### config.mk
export PLATFORM = sky130hd
export DESIGN_NAME = gpio_mask_port
export DESIGN_NICKNAME = d
export VERILOG_FILES = /design/src/rtl/gpio_mask_port.sv
export SDC_FILE = /design/constraint.sdc
export NUM_CORES = 1
export LEC_CHECK = 0
export ABC_AREA = 1
export BUFFER_PORTS_ARGS = -buffer_cell sky130_fd_sc_hd__buf_2
export CORE_ASPECT_RATIO = 0.6
export CORE_MARGIN = 2
export CORE_UTILIZATION = 54
export CTS_CLUSTER_SIZE = 8
export DETAILED_ROUTE_END_ITERATION = 10
export PLACE_DENSITY = 0.91
export SLEW_MARGIN = 20
export SYNTH_ARGS = -nofsm -noshare
export SYNTH_HDL_FRONTEND = slang
export SYNTH_SLANG_ARGS = --single-unit
export TNS_END_PERCENT = 1
### constraint.sdc
create_clock -name clk -period 2 [get_ports clk]
set_input_delay 0.2 -clock clk [delete_from_list [all_inputs] [get_ports clk]]
set_output_delay 0.2 -clock clk [all_outputs]
set_load 0.01 [all_outputs]
### src/rtl/gpio_mask_port.sv
module gpio_mask_port #(
  parameter int PINS = 32
) (
  input  logic            clk,
  input  logic            rst_n,
  input  logic            wr_en,
  input  logic [2:0]      addr,
  input  logic [PINS-1:0] wdata,
  output logic [PINS-1:0] rdata,
  input  logic [PINS-1:0] pad_in,
  output logic [PINS-1:0] pad_oe,
  output logic [PINS-1:0] pad_out
);
  localparam int HALF = PINS / 2;
  localparam logic [2:0] A_DSET = 3'd0;
  localparam logic [2:0] A_DCLR = 3'd1;
  localparam logic [2:0] A_OLO  = 3'd2;
  localparam logic [2:0] A_OHI  = 3'd3;
  localparam logic [2:0] A_PIN  = 3'd4;

  logic [PINS-1:0] dir_q, lat_q, sync1_q, sync2_q;
  logic [HALF-1:0] msk, dat;

  assign msk = wdata[PINS-1:HALF];
  assign dat = wdata[HALF-1:0];

  always_ff @(posedge clk) begin
    if (!rst_n) begin
      dir_q <= '0;
    end else if (wr_en && addr == A_DSET) begin
      dir_q <= dir_q | wdata;
    end else if (wr_en && addr == A_DCLR) begin
      dir_q <= dir_q & ~wdata;
    end
  end

  always_ff @(posedge clk) begin
    if (!rst_n) begin
      lat_q <= '0;
    end else if (wr_en && addr == A_OLO) begin
      lat_q[HALF-1:0] <= (lat_q[HALF-1:0] & ~msk) | (dat & msk);
    end else if (wr_en && addr == A_OHI) begin
      lat_q[PINS-1:HALF] <= (lat_q[PINS-1:HALF] & ~msk) | (dat & msk);
    end
  end

  always_ff @(posedge clk) begin
    if (!rst_n) begin
      sync1_q <= '0;
      sync2_q <= '0;
    end else begin
      sync1_q <= pad_in;
      sync2_q <= sync1_q;
    end
  end

  assign rdata   = (addr == A_PIN) ? sync2_q : '0;
  assign pad_oe  = dir_q;
  assign pad_out = lat_q;
endmodule


==> results.yml <==
sta:
  finalHoldViolations: 0
  fin_crit_ns: 1.30
  setup_viol: 0
  setup_tns_ns: 0
  rsz0062_at_grt: "no"
  skew_ns: 0.00296
  fmax_mhz: 771
  fin_crit_sh: 0.648
  relSlewSlack: 0.682
  drv_slew: 0
  worst_pin_slew_ns: 0.476
clock_tree:
  tritoncts: "built"
  cts_resized: 0
  clockBufferDepth: 2
  cts_setup_buffers: 0
  htree_levels: 4
  worstSkewPairLatency_ns: 0.40
  hold_buffers: 31
  cts_buffers: 17
  cts-root-buf: "clkbuf_16"
  cts.clk_slew.worst_paths_ns: 0.06
  clock_sinks: 128
synth:
  synth_commonest_cells: "179 x nand2_1, 178 x inv_1, 128 x dfxtp_1"
  synth_ff_type: "dfxtp_1"
  syn_area_per_cell_um2: 6.93
  ys_warn_count: 0
  synth_top_area_frac: 0.499
  yosysSeqAreaShare: 0.499
  async_reset_ff_frac: 0
  synth_area_um2: 5140
  synth_area_leader_cell: "dfxtp_1"
  synth_cell_type_count: 15
  synth_most_common_cell: "nand2_1"
  synth_cells: 742
  ys_ff_latch: 128
  synth_edf_count: 0
  synth_area_leaders: "dfxtp_1 50%, nand2_1 13%, inv_1 13%"
  syn_nets: 812
global_routing:
  grtUsageTotal: 0.274
  grt_max_degree: 97
  antenna_found_initial: 0
  grt_pass1_wl_mm: 21.9
  overflow: 0
  grt_pass1_vias: 4589
place:
  dpl_cell_area_um2: 6050
  dp_hpwl_mm: 8.70
  io_buffers: 165
  place_congestion: 0.857
routing:
  first_pass_iters: 5
  routed_wl_mm: 14.1
  drt_iter0_drc: 347
  drtAntennaViolNets: 0
  avgRoutedWirePerCell_um: 13.1
  vias: 5145
  drc: 0
  viasPerCell: 4.81
power:
  power.density_nw_per_um2: 910
  peakVddDrop_v: 0.000811
  total_power_uw: 6350
  leakage_uw: 0.00375
run_status:
  outcome: "finished, final reports clean"
finish:
  diodes: 0
  fill_cells: 689
  final_util: 0.756
  syn_to_final_growth_pct: 35.7
  num-nets-final: 997
  drive_above_1_share: 0.230
  design_area_um2: 6980
critical_path:
  arrival_ns: 1.10
  worst_ep_required_time_ns: 1.80
  endpoint_kind: "output pin"
  reg2regPathDepth: 2
  r2r_slack_ns: 1.33
  crit_type: "in -> out"
  start_kind: "input pin"
  path_max_fanout: 32
floorplanning:
  num_rows: 27
  fp.dieW_um: 130
  core_um2: 9220
  ios: 166
  die_area_um2: 10300
  fp.dieH_um: 79.6
  initial_utilization: 0.557
min_path:
  whs_endpoint: "sync1_q[23]"
  hp-start: "pad_in[23]"
  hold_path_class: "in -> reg"
  hold_depth: 3
run:
  cap_violations: 0
report_power, final:
part	internal (uW)	switching, uW	leakage [uW]
Combinational	201	319	0.00241
Sequential	2640	32.0	0.00105
Clock	1980	1180	0.000286
Total	4820	1530	0.00375
worst max-delay path: stages:
cell and delay (ns):
buf_2 0.13, nor2_2 0.13, nand2_1 0.07, buf_4 0.23, nor2_1 0.17, buf_2 0.16
worst max path at each step:
stage | to | slack (ns) | depth (start not counted) | start
6_report | rdata[29] | 0.70 | 6 | addr[1]
5_1_grt | rdata[29] | 0.67 | 6 | addr[1]
4_1_cts | rdata[29] | 0.71 | 6 | addr[1]
3_5_place_dp | flip-flop | 0.62 | 8 | wr_en
3_3_place_gp | flip-flop | 0.69 | 8 | wr_en
2_1_floorplan | flip-flop | 0.89 | 8 | wr_en
cell type report:
type,count,area [um^2],area share
timing repair buffer,206,1240,0.178
inverter,181,679,0.0974
clock inverter,15,186,0.0267
clock buffer,17,425,0.0610
multi-input combinational,393,1720,0.247
sequential,128,2560,0.367
tap,130,163,0.0233
metrics by stage:
step / hold slack, ns / setup slack (ns) / instances
after floorplan: 0.298 / 0.891 / 742
after global placement: 0.380 / 0.688 / 1007
after detailed placement: 0.385 / 0.617 / 1007
after CTS: 0.0106 / 0.708 / 1070
after global routing: 0.00817 / 0.674 / 1070
final: 0.0179 / 0.704 / 1070
cell usage in the layout, fill, tap and decap left out:
master           n
a21oi_1         32
buf_12           2
buf_2          164
buf_4            9
bufinv_16        3
clkbuf_16       17
clkinv_2         1
clkinv_4         4
clkinvlp_4       4
dfxtp_1        128
dlygate4sd3_1   31
inv_1          178
inv_2            3
inv_6            3
nand2_1        179
nand2_2          1
nand3_1         80
nand4_1         32
nor2_1          64
nor2_2           3
nor2_4           2
routing by layer:
| metal | global-route usage | vias to the layer above | wire, um |
|---|---|---|---|
| met4 | 0.105 | 0 | 254 |
| li1 | - | 2581 | - |
| met1 | 0.349 | 2310 | 5940 |
| met5 | 0 | - | 0 |
| met2 | 0.446 | 233 | 6640 |
| met3 | 0.0751 | 21 | 1230 |
cells by family (layout without fill, tap and decap cells):
| group | Yosys count | in the layout | synth area share |
|---|---|---|---|
| flops | 128 | 128 | 0.499 |
| simple gates | 361 | 361 | 0.302 |
| compound gates | 32 | 32 | 0.0312 |
| buf+inv | 221 | 419 | 0.168 |
No activity file was read; power rests on OpenSTA's default activity.
